--- src/rtl/apt_pkg.sv ---
package apt_pkg;

    typedef enum logic [1:0] {
        OP_NOP = 2'd0,
        OP_ACT = 2'd1,
        OP_RD  = 2'd2,
        OP_WR  = 2'd3
    } op_e;

    typedef enum logic [2:0] {
        BS_IDLE   = 3'd0,
        BS_OPEN   = 3'd1,
        BS_WBURST = 3'd2,
        BS_WBACK  = 3'd3,
        BS_PRECH  = 3'd4,
        BS_RBURST = 3'd5
    } bank_st_e;

    // Per-bank decoded control, broadcast from the top each cycle
    typedef struct packed {
        logic act_go;     // legal activate to this bank
        logic col_mine;   // legal read/write to this bank
        logic col_other;  // legal read/write to some other bank
        logic is_wr;      // column command is a write
        logic ap;         // auto precharge requested
    } bank_ctl_t;

    function automatic logic is_burst(input bank_st_e s);
        return (s == BS_WBURST) || (s == BS_RBURST);
    endfunction

endpackage

--- src/rtl/apt_bank_fsm.sv ---
module apt_bank_fsm
    import apt_pkg::*;
#(
    parameter int BURST_LEN = 4,
    parameter int T_WR      = 2,
    parameter int T_RP      = 3
) (
    input  logic      clk,
    input  logic      rst,
    input  bank_ctl_t ctl,
    output bank_st_e  st
);
    localparam int TMAX = (BURST_LEN > T_WR) ? ((BURST_LEN > T_RP) ? BURST_LEN : T_RP)
                                             : ((T_WR > T_RP) ? T_WR : T_RP);
    localparam int TW = $clog2(TMAX + 1);

    logic [TW-1:0] tmr;
    logic          ap_q;
    logic          last_tick;

    assign last_tick = (tmr <= TW'(1));

    always_ff @(posedge clk) begin
        if (rst) begin
            st   <= BS_IDLE;
            tmr  <= '0;
            ap_q <= 1'b0;
        end else begin
            case (st)
                BS_IDLE: begin
                    if (ctl.act_go) st <= BS_OPEN;
                end
                BS_OPEN: begin
                    if (ctl.col_mine) begin
                        st   <= ctl.is_wr ? BS_WBURST : BS_RBURST;
                        tmr  <= TW'(BURST_LEN - 1);
                        ap_q <= ctl.ap;
                    end
                end
                BS_WBURST, BS_RBURST: begin
                    if (ctl.col_other || last_tick) begin
                        if (!ap_q) begin
                            st <= BS_OPEN;
                        end else if (st == BS_WBURST) begin
                            st  <= BS_WBACK;
                            tmr <= TW'(T_WR);
                        end else begin
                            st  <= BS_PRECH;
                            tmr <= TW'(T_RP);
                        end
                    end else begin
                        tmr <= tmr - 1'b1;
                    end
                end
                BS_WBACK: begin
                    if (last_tick) begin
                        st  <= BS_PRECH;
                        tmr <= TW'(T_RP);
                    end else begin
                        tmr <= tmr - 1'b1;
                    end
                end
                BS_PRECH: begin
                    if (last_tick) st <= BS_IDLE;
                    else           tmr <= tmr - 1'b1;
                end
                default: st <= BS_IDLE;
            endcase
        end
    end


    wback_entry_chk: assert property (@(posedge clk) disable iff (rst)
        (st == BS_WBACK && $past(st) != BS_WBACK) |-> $past(st) == BS_WBURST);


    prech_entry_chk: assert property (@(posedge clk) disable iff (rst)
        (st == BS_PRECH && $past(st) != BS_PRECH) |->
        ($past(st) == BS_WBACK || $past(st) == BS_RBURST));


    open_entry_chk: assert property (@(posedge clk) disable iff (rst)
        ($past(st) == BS_IDLE && st != BS_IDLE) |-> st == BS_OPEN);


    idle_entry_chk: assert property (@(posedge clk) disable iff (rst)
        ($past(st) != BS_IDLE && st == BS_IDLE) |-> $past(st) == BS_PRECH);

endmodule

--- src/rtl/apt_beat_gen.sv ---
module apt_beat_gen #(
    parameter int BANK_W    = 2,
    parameter int COL_W     = 8,
    parameter int BURST_LEN = 4,
    parameter bit FOR_WRITE = 1'b1
) (
    input  logic              clk,
    input  logic              rst,
    input  logic              col_go,
    input  logic              is_wr,
    input  logic [BANK_W-1:0] cmd_bank,
    input  logic [COL_W-1:0]  cmd_col,
    output logic              slot_v,
    output logic [BANK_W-1:0] slot_bank,
    output logic [COL_W-1:0]  slot_col
);
    localparam int LGB = $clog2(BURST_LEN);
    localparam int RW  = (LGB < 1) ? 1 : LGB;

    logic [RW-1:0]     rem;
    logic [BANK_W-1:0] cur_bank;
    logic [COL_W-1:0]  cur_col;
    logic              mine, other;

    function automatic logic [COL_W-1:0] step_col(input logic [COL_W-1:0] c);
        logic [COL_W-1:0] r;
        r = c;
        r[LGB-1:0] = c[LGB-1:0] + 1'b1;
        return r;
    endfunction

    assign mine  = col_go && (is_wr == FOR_WRITE);
    assign other = col_go && (is_wr != FOR_WRITE);

    always_comb begin
        slot_v    = 1'b0;
        slot_bank = cur_bank;
        slot_col  = cur_col;
        if (mine) begin
            slot_v    = 1'b1;
            slot_bank = cmd_bank;
            slot_col  = cmd_col;
        end else if (!other && rem != '0) begin
            slot_v = 1'b1;
        end
    end

    always_ff @(posedge clk) begin
        if (rst) begin
            rem      <= '0;
            cur_bank <= '0;
            cur_col  <= '0;
        end else if (mine) begin
            rem      <= RW'(BURST_LEN - 1);
            cur_bank <= cmd_bank;
            cur_col  <= step_col(cmd_col);
        end else if (other) begin
            rem <= '0;
        end else if (rem != '0) begin
            rem     <= rem - 1'b1;
            cur_col <= step_col(cur_col);
        end
    end

endmodule

--- src/rtl/apt_rd_delay.sv ---
module apt_rd_delay #(
    parameter int BANK_W  = 2,
    parameter int COL_W   = 8,
    parameter int CAS_LAT = 3
) (
    input  logic              clk,
    input  logic              rst,
    input  logic              in_v,
    input  logic [BANK_W-1:0] in_bank,
    input  logic [COL_W-1:0]  in_col,
    output logic              out_v,
    output logic [BANK_W-1:0] out_bank,
    output logic [COL_W-1:0]  out_col
);
    logic [CAS_LAT-1:0] v_q;
    logic [BANK_W-1:0]  b_q [CAS_LAT];
    logic [COL_W-1:0]   c_q [CAS_LAT];

    always_ff @(posedge clk) begin
        if (rst) v_q[0] <= 1'b0;
        else     v_q[0] <= in_v;
        b_q[0] <= in_bank;
        c_q[0] <= in_col;
    end

    for (genvar i = 1; i < CAS_LAT; i++) begin : g_stage
        always_ff @(posedge clk) begin
            if (rst) v_q[i] <= 1'b0;
            else     v_q[i] <= v_q[i-1];
            b_q[i] <= b_q[i-1];
            c_q[i] <= c_q[i-1];
        end
    end

    assign out_v    = v_q[CAS_LAT-1];
    assign out_bank = b_q[CAS_LAT-1];
    assign out_col  = c_q[CAS_LAT-1];

endmodule

--- src/rtl/sdram_ap_tracker.sv ---
module sdram_ap_tracker
    import apt_pkg::*;
#(
    parameter int NUM_BANKS = 4,
    parameter int COL_W     = 8,
    parameter int BURST_LEN = 4,
    parameter int T_WR      = 2,
    parameter int T_RP      = 3,
    parameter int CAS_LAT   = 3,
    localparam int BANK_W   = $clog2(NUM_BANKS)
) (
    input  logic                   clk,
    input  logic                   rst,
    input  logic [1:0]             cmd_op,
    input  logic [BANK_W-1:0]      cmd_bank,
    input  logic [COL_W-1:0]       cmd_col,
    input  logic                   cmd_ap,
    input  logic                   wr_beat,
    output logic [3*NUM_BANKS-1:0] bank_state,
    output logic [NUM_BANKS-1:0]   bank_ready,
    output logic                   wr_acc,
    output logic [BANK_W-1:0]      wr_acc_bank,
    output logic [COL_W-1:0]       wr_acc_col,
    output logic                   rd_valid,
    output logic [BANK_W-1:0]      rd_bank,
    output logic [COL_W-1:0]       rd_col,
    output logic                   proto_err
);
    op_e                  op;
    bank_st_e             st_arr [NUM_BANKS];
    bank_st_e             tgt_st;
    logic                 in_range, is_col, act_ok, col_go, err_d;
    logic [NUM_BANKS-1:0] burst_vec;

    assign op       = op_e'(cmd_op);
    assign in_range = {1'b0, cmd_bank} < (BANK_W + 1)'(NUM_BANKS);
    assign is_col   = (op == OP_RD) || (op == OP_WR);

    always_comb begin
        tgt_st = BS_IDLE;
        for (int i = 0; i < NUM_BANKS; i++)
            if (cmd_bank == BANK_W'(i)) tgt_st = st_arr[i];
    end

    assign act_ok = (op == OP_ACT) && in_range && (tgt_st == BS_IDLE);
    assign col_go = is_col && in_range && (tgt_st == BS_OPEN);
    assign err_d  = ((op == OP_ACT) && !act_ok) || (is_col && !col_go);

    for (genvar b = 0; b < NUM_BANKS; b++) begin : g_bank
        bank_ctl_t ctl;
        logic      sel;
        assign sel           = (cmd_bank == BANK_W'(b));
        assign ctl.act_go    = act_ok && sel;
        assign ctl.col_mine  = col_go && sel;
        assign ctl.col_other = col_go && !sel;
        assign ctl.is_wr     = (op == OP_WR);
        assign ctl.ap        = cmd_ap;

        apt_bank_fsm #(
            .BURST_LEN(BURST_LEN), .T_WR(T_WR), .T_RP(T_RP)
        ) u_fsm (
            .clk(clk), .rst(rst), .ctl(ctl), .st(st_arr[b])
        );

        assign bank_state[3*b +: 3] = st_arr[b];
        assign bank_ready[b]        = (st_arr[b] == BS_IDLE);
        assign burst_vec[b]         = is_burst(st_arr[b]);
    end

    // Write slot generator and registered acceptance
    logic              ws_v;
    logic [BANK_W-1:0] ws_bank;
    logic [COL_W-1:0]  ws_col;

    apt_beat_gen #(
        .BANK_W(BANK_W), .COL_W(COL_W), .BURST_LEN(BURST_LEN), .FOR_WRITE(1'b1)
    ) u_wgen (
        .clk(clk), .rst(rst), .col_go(col_go), .is_wr(op == OP_WR),
        .cmd_bank(cmd_bank), .cmd_col(cmd_col),
        .slot_v(ws_v), .slot_bank(ws_bank), .slot_col(ws_col)
    );

    always_ff @(posedge clk) begin
        if (rst) begin
            wr_acc      <= 1'b0;
            wr_acc_bank <= '0;
            wr_acc_col  <= '0;
            proto_err   <= 1'b0;
        end else begin
            wr_acc      <= ws_v && wr_beat;
            wr_acc_bank <= ws_bank;
            wr_acc_col  <= ws_col;
            proto_err   <= err_d;
        end
    end

    // Read slot generator followed by the CAS latency line
    logic              rs_v;
    logic [BANK_W-1:0] rs_bank;
    logic [COL_W-1:0]  rs_col;

    apt_beat_gen #(
        .BANK_W(BANK_W), .COL_W(COL_W), .BURST_LEN(BURST_LEN), .FOR_WRITE(1'b0)
    ) u_rgen (
        .clk(clk), .rst(rst), .col_go(col_go), .is_wr(op == OP_WR),
        .cmd_bank(cmd_bank), .cmd_col(cmd_col),
        .slot_v(rs_v), .slot_bank(rs_bank), .slot_col(rs_col)
    );

    apt_rd_delay #(
        .BANK_W(BANK_W), .COL_W(COL_W), .CAS_LAT(CAS_LAT)
    ) u_rdly (
        .clk(clk), .rst(rst),
        .in_v(rs_v), .in_bank(rs_bank), .in_col(rs_col),
        .out_v(rd_valid), .out_bank(rd_bank), .out_col(rd_col)
    );


    single_burst_chk: assert property (@(posedge clk) disable iff (rst)
        $countones(burst_vec) <= 1);


    err_src_chk: assert property (@(posedge clk) disable iff (rst)
        proto_err |-> $past(cmd_op) != 2'd0);


    wr_acc_beat_chk: assert property (@(posedge clk) disable iff (rst)
        wr_acc |-> $past(wr_beat));

endmodule

--- config.mk ---
export PLATFORM = sky130hd
export DESIGN_NAME = sdram_ap_tracker
export DESIGN_NICKNAME = d
export VERILOG_FILES = /design/src/rtl/apt_pkg.sv /design/src/rtl/apt_bank_fsm.sv /design/src/rtl/apt_beat_gen.sv /design/src/rtl/apt_rd_delay.sv /design/src/rtl/sdram_ap_tracker.sv
export SDC_FILE = /design/constraint.sdc
export NUM_CORES = 1
export LEC_CHECK = 0
export CAP_MARGIN = 20
export CORE_ASPECT_RATIO = 2
export CORE_UTILIZATION = 50
export CTS_BUF_LIST = sky130_fd_sc_hd__clkbuf_8 sky130_fd_sc_hd__clkbuf_16
export DETAILED_ROUTE_END_ITERATION = 6
export GPL_ROUTABILITY_DRIVEN = 1
export HOLD_SLACK_MARGIN = 0.06
export PLACE_DENSITY = 0.84
export SYNTH_ARGS = -nofsm -noshare
export SYNTH_HDL_FRONTEND = slang
export SYNTH_HIERARCHICAL = 1
export SYNTH_SLANG_ARGS = --single-unit
export TNS_END_PERCENT = 30
--- constraint.sdc ---
create_clock -name clk -period 2.7 [get_ports clk]
set_input_delay 0.54 -clock clk [delete_from_list [all_inputs] [get_ports clk]]
set_output_delay 0.54 -clock clk [all_outputs]
set_load 0.05 [all_outputs]
==> flow_summary.json, run 1 <==
{
  "powerDensity_mw_per_mm2": 578,
  "ff2ff_setup_slack_ps": 310,
  "nFillCells": 794,
  "track_usage": 0.223,
  "hp-class": "reg2reg",
  "grt_max_degree": 31,
  "leakagePower_nw": 2.36,
  "clock_sinks": 97,
  "outcome": "finished, final reports clean",
  "synth_top_flop_cell": "dfxtp_1",
  "synth_compound_area_frac": 0.198,
  "gp_congestion": 0.879,
  "dieArea_sq_mm": 0.0104,
  "yosysWarningCount": 6,
  "stdcell_area_sq_mm": 0.00610,
  "antenna_found_initial": 0,
  "period_share": 0.980,
  "layout-drive-gt1-share": 0.211,
  "vias_per_cell": 5.58,
  "async_reset_ff_frac": 0,
  "antenna_cells": 0,
  "path_cells": "clkdlybuf4s50_1 > mux4_2 > nand3_4 > clkinvlp_4 > buf_4 > or3b_1 > a2bb2oi_1 > a21oi_1",
  "p_int_w": 0.00256,
  "power_w": 0.00352,
  "port_buffers": 54,
  "drc_errors": 0,
  "cp.required_ps": 2960,
  "worstSkewPairLatency_ps": 340,
  "drt_iter0_markers": 275,
  "h-tree-depth": 3,
  "tritoncts": "yes",
  "synthesis.nets": 531,
  "max_slew.worst_pin.slew_ps": 743,
  "synth_seq_cells": 97,
  "rows": 51,
  "grt_pass1_vias": 4002,
  "arrival_ps": 2910,
  "yosys-mux-area-fraction": 0.0679,
  "max_slew_margin": 0.505,
  "rr_worst_depth": 8,
  "drv_cap": 0,
  "ant_nets": 0,
  "pwr-share-seq": 0.454,
  "synth_edf_count": 0,
  "hold-path-endpoint": "u_rdly/c_q[0][11]",
  "layout.nets": 610,
  "worstPathMaxFanout": 7,
  "ys_types": 62,
  "wire_per_inst_um": 15.7,
  "power_frac_comb": 0.176,
  "dr.pass1.iters": 4,
  "fp.dieW_um": 72.7,
  "gr-total-overflow": 0,
  "num_vias": 4018,
  "avgSynthCellArea_sq_um": 9.89,
  "drt-total-wl_mm": 11.3,
  "fin_crit_ps": 2650,
  "netlist.area_leader.share": 0.389,
  "worstSetupPathType": "in2reg",
  "hp-start": "u_rdly/c_q[0][3]",
  "numCtsBuffers": 9,
  "hold_viol": 0,
  "netlist_area_sq_mm": 0.00499,
  "timing.rr.start": "g_bank[0].u_fsm/st[0]",
  "synth-seq-area-share": 0.389,
  "fin_worst_skew_ps": 5.12,
  "end_kind": "register",
  "cpPeakStageDelay_ps": 600,
  "post_dp_cell_area_sq_mm": 0.00574,
  "syn_inst": 505,
  "synth-xor-area-share": 0.00701,
  "slowest_stage": "mux4_2",
  "p_sw_w": 0.000960,
  "slew_violations": 0,
  "synth-simple-area-share": 0.243,
  "r2r-end": "g_bank[3].u_fsm/tmr[2]",
  "hpwl_mm": 8.16,
  "cts.path.max_buffers": 2,
  "io_pins": 55,
  "coreArea_sq_mm": 0.00970,
  "initial_core_util": 0.515,
  "switching_share": 0.273,
  "whs_ps": 325,
  "synthAdderAreaFrac": 0.0251,
  "syn_to_final_growth_pct": 22.0,
  "cp-start-kind": "input port",
  "grt_pass1_wl_mm": 17.9,
  "synth_top_family_by_area": "simple AND/OR/NAND/NOR gates",
  "finalSetupViolations": 0,
  "yosys.area.top_type": "dfxtp_1",
  "synth_area_leaders": "dfxtp_1 39%, nor2b_1 3.6%, mux2_4 3.3%",
  "die_h_um": 143,
  "ir_drop_mv": 0.687,
  "clk_pin_slew_ps": 70,
  "pwr-share-clk": 0.370,
  "ctsRootBufferMaster": "clkbuf_16",
  "hold_path_depth": 0,
  "max_freq_mhz": 378
}
[what timing repair did]
action	in CTS	in global routing
buffers inserted	0	4
setup endpoints to repair	0	15
hold endpoints to repair	0	0
resized for setup	0	4
hold buffers	0	0
[cells in the mapped netlist (all sizes together), types with 6 or more instances]
master   n
a31oi    8
nor2b   40
a211o   10
and2     9
nand2b  16
nand2   31
and2b   14
nand3b   8
dfxtp   97
nand3   11
nor3    10
buf     28
mux2    18
inv     27
ha      10
o21ai   11
nor2    26
a22o     8
or3b     6
a21oi   26
[critical path, delay by kind of cell]
kind	cells	cell delay [ps]
multiplexers	1	600
AND/OR/NAND/NOR	2	550
AO/OA/AOI/OAI	2	290
buffers and inverters	3	910
[through the flow]
step / utilization / setup slack, ps / setup TNS, ps / std cells
6_report: 0.628 / 54.3 / 0 / 720
2_1_floorplan: - / 187 / 0 / 505
3_3_place_gp: 0.592 / -176 / -4000 / 700
3_5_place_dp: 0.592 / -267 / -8850 / 700
4_1_cts: 0.622 / 46.5 / 0 / 715
5_1_grt: 0.628 / -15.8 / -25.8 / 720
[cells by family after synthesis]
kind of cell / after synthesis
AOI/OAI and AO/OA: 121
adders and majority gates: 10
DFF: 97
and+or+nand+nor: 191
buffers and inverters: 57
xor gates and xnor gates: 4
muxes: 25
[final cells by class]
class / count / area [sq um] / share of cell area
clock buffer: 9 / 225 / 0.0369
clock inverter: 6 / 73.8 / 0.0121
inverter: 27 / 105 / 0.0172
multi-input combinational: 352 / 2720 / 0.447
sequential: 97 / 1940 / 0.319
tap: 132 / 165 / 0.0271
timing repair buffer: 97 / 861 / 0.141
[routing by layer]
layer	global-route usage	vias to the layer above	wire length, um
li1	-	1939	-
met1	0.215	1931	4140
met2	0.430	123	6410
met3	0.0365	25	401
met4	0.123	0	328
met5	0	-	0
[cell usage in the layout, fill, tap and decap left out, types with 5 or more instances in the layout]
cell type	n
a211o_1	9
a21oi_1	18
a21oi_2	8
a31oi_1	8
a32o_1	5
and2_1	9
and2b_1	6
and3_1	5
buf_4	43
clkbuf_16	9
clkdlybuf4s50_1	52
dfxtp_1	97
ha_1	10
inv_1	26
mux2_2	7
mux2_4	11
mux2i_1	5
nand2_1	30
nand2b_1	16
nand3_1	10
nand3b_1	8
nor2_1	26
nor2b_1	29
nor2b_4	11
nor3_1	8
o21ai_0	7
o221ai_1	5
o22a_1	5
or3b_1	6
[power groups by stage]
stage	clock (W)	combinational [W]	sequential, W
after global placement	0	0.000589	0.00163
after detailed placement	0	0.000609	0.00163
final	0.00130	0.000621	0.00160
after global routing	0.00137	0.000670	0.00161
after floorplan	0	0.000412	0.00166
after CTS	0.00131	0.000615	0.00160
[registers in the layout (all words and copies together), names as in the netlist, 4 cells and up]
name	flops
u_wgen/cur_col	8
g_bank.u_fsm/ap_q	4
u_rdly/c_q	24
g_bank.u_fsm/st	12
wr_acc_col	8
u_rgen/cur_col	8
u_rdly/b_q	6
g_bank.u_fsm/tmr	12
[worst max-delay path by stage]
stage / to / startpoint / depth (start not counted)
global route: u_rgen/cur_col[1] / cmd_bank[0] / 8
CTS: u_rgen/cur_col[1] / cmd_bank[0] / 8
floorplan: u_rgen/cur_col[2] / g_bank[3].u_fsm/st[1] / 8
detailed placement: u_rgen/cur_col[1] / cmd_bank[0] / 8
global placement: u_rgen/cur_col[1] / cmd_bank[1] / 8
finish: u_rgen/cur_col[1] / cmd_bank[0] / 8
Power figures use the tool's default switching activity.
==> inputs of run 2 (changes only) <==
--- a/config.mk
+++ b/config.mk
@@ -6,7 +6,7 @@
 export NUM_CORES = 1
 export LEC_CHECK = 0
 export CAP_MARGIN = 20
-export CORE_ASPECT_RATIO = 2
+export CORE_ASPECT_RATIO = 0.75
 export CORE_UTILIZATION = 50
 export CTS_BUF_LIST = sky130_fd_sc_hd__clkbuf_8 sky130_fd_sc_hd__clkbuf_16
 export DETAILED_ROUTE_END_ITERATION = 6
==> run 2 against run 1 <==
Clock skew rose by 3.5 ps. Core utilization down 0.19 points. Final cell count is 0.42% lower. Worst setup slack gained 200 ps. First-iteration DRC count down 3.3%. Critical path depth stayed put. Register-to-register slack is essentially flat. Non-clock buffer count is 3 lower. Combinational power barely moved. Critical path type unchanged. Largest cell class unchanged.
==> flow_summary.json, run 2 (synthesis results as in run 1) <==
{
  "outcome": "finished, final reports clean",
  "drc_errors": 0,
  "hpwl_mm": 7.67,
  "tns_ps": 0,
  "coreArea_sq_mm": 0.00970,
  "initial_core_util": 0.515,
  "clk_pin_slew_ps": 80,
  "dp_cells": 701,
  "h-tree-depth": 3,
  "cts.path.max_buffers": 2,
  "layout.nets": 606,
  "p_int_w": 0.00249,
  "whs_ps": 328,
  "utilization": 0.627,
  "ant_nets": 0,
  "syn_to_final_growth_pct": 21.6,
  "worstSkewPairLatency_ps": 350,
  "die_h_um": 88.6,
  "clock_sinks": 97,
  "num_vias": 3962,
  "fp.dieW_um": 117,
  "ff2ff_setup_slack_ps": 310,
  "crit_path_start": "cmd_bank[0]",
  "max_slew_margin": 0.581,
  "hold_viol": 0,
  "top_register": "u_rdly/c_q",
  "antenna_found_initial": 0,
  "drv_cap": 0,
  "r2r-end": "u_rgen/cur_col[1]",
  "p_sw_w": 0.000999,
  "track_usage": 0.211,
  "rsz0062_at_grt": "false",
  "rows": 31,
  "vias_per_cell": 5.53,
  "fin_crit_ps": 2440,
  "cp-start-kind": "input port",
  "final_cell_mix": "97 x dfxtp_1, 51 x clkdlybuf4s50_1, 39 x buf_4",
  "final_common_cell": "dfxtp_1",
  "wire_per_inst_um": 14.9,
  "layout-drive-gt1-share": 0.203,
  "grt_pass1_vias": 3807,
  "ff_latch_area_sq_mm": 0.00194,
  "end_kind": "register",
  "io_pins": 55,
  "dr.pass1.iters": 5,
  "worstPathMaxFanout": 9,
  "crit_path_end": "u_rgen/cur_col[1]",
  "max_slew.worst_pin.slew_ps": 629,
  "gp_congestion": 0.861,
  "period_share": 0.905,
  "cp.required_ps": 2980,
  "finalNonFillerCells": 717,
  "finalSetupViolations": 0,
  "switching_share": 0.286,
  "multi_input_area_sq_mm": 0.00271,
  "ctsRootBufferMaster": "clkbuf_16",
  "ir_drop_mv": 0.306,
  "tritoncts": "yes",
  "pwr-share-clk": 0.366,
  "dieArea_sq_mm": 0.0104,
  "largest_register_ffs": 24,
  "hp-class": "reg2reg",
  "fin_worst_skew_ps": 8.65,
  "antenna_cells": 0,
  "grt_max_degree": 40,
  "nFillCells": 766,
  "power_frac_comb": 0.178,
  "max_freq_mhz": 409,
  "drt_iter0_markers": 266,
  "drt-total-wl_mm": 10.7,
  "gr-total-overflow": 0,
  "worstSetupPathType": "in2reg",
  "rr_worst_depth": 8,
  "post_dp_cell_area_sq_mm": 0.00576,
  "numCtsBuffers": 9,
  "top_regs": "u_rdly/c_q (24), g_bank.u_fsm/st (12), g_bank.u_fsm/tmr (12)",
  "pwr-share-seq": 0.456,
  "timing.rr.start": "g_bank[3].u_fsm/st[1]",
  "stdcell_area_sq_mm": 0.00608,
  "port_buffers": 54,
  "arrival_ps": 2730,
  "leakagePower_nw": 2.37,
  "grt_pass1_wl_mm": 17.5,
  "powerDensity_mw_per_mm2": 575,
  "slew_violations": 0
}
## run 2: power groups by stage
| stage | logic [W] | registers (W) | clock network [W] |
|---|---|---|---|
| after floorplan | 0.000412 | 0.00166 | 0 |
| after global placement | 0.000585 | 0.00162 | 0 |
| after detailed placement | 0.000613 | 0.00162 | 0 |
| after CTS | 0.000620 | 0.00159 | 0.00131 |
| after global routing | 0.000678 | 0.00160 | 0.00137 |
| final | 0.000623 | 0.00159 | 0.00128 |
## run 2: how the worst min path moves through the flow
stage,start,end,depth (start not counted)
global route,u_rdly/c_q[0][6],u_rdly/c_q[0][14],0
CTS,u_rdly/c_q[0][6],u_rdly/c_q[0][14],0
detailed placement,u_rdly/c_q[0][2],u_rdly/c_q[0][10],0
global placement,u_rdly/c_q[0][3],u_rdly/c_q[0][11],0
finish,u_rdly/c_q[0][14],u_rdly/c_q[0][22],0
floorplan,u_rdly/b_q[0][0],u_rdly/b_q[0][2],0
## run 2: final cells by class
| type | count | area share |
|---|---|---|
| clock buffer | 9 | 0.0371 |
| clock inverter | 7 | 0.0138 |
| inverter | 27 | 0.0167 |
| multi-input combinational | 351 | 0.446 |
| sequential | 97 | 0.320 |
| tap | 132 | 0.0272 |
| timing repair buffer | 94 | 0.140 |
## run 2: routing by layer
layer  global-route usage  routed length [um]  vias up
met3               0.0477                 463       21
li1                     -                   -     1938
met4               0.0933                 243        0
met1                0.256                4740     1904
met2                0.366                5230       99
met5                    0                   0        -
## run 2: critical path, cell delays in order
cell and delay [ps]:
dlygate4sd2_1 360, mux4_2 590, nand3_4 160, inv_1 140, buf_4 180, or3b_1 410
a2bb2oi_1 160, a21oi_1 180
## run 2: metrics by stage
stage	power [W]	worst slack (ps)
floorplan	0.00207	187
finish	0.00349	256
global route	0.00365	182
global placement	0.00220	-193
detailed placement	0.00224	-294
CTS	0.00352	72.2
## run 2: what timing repair did
| item | in CTS | in global routing |
|---|---|---|
| resized for setup | 1 | 2 |
| hold buffers | 0 | 0 |
| setup buffers | 0 | 0 |
| endpoints found under the hold margin | 0 | 0 |
| setup endpoints to repair | 1 | 1 |
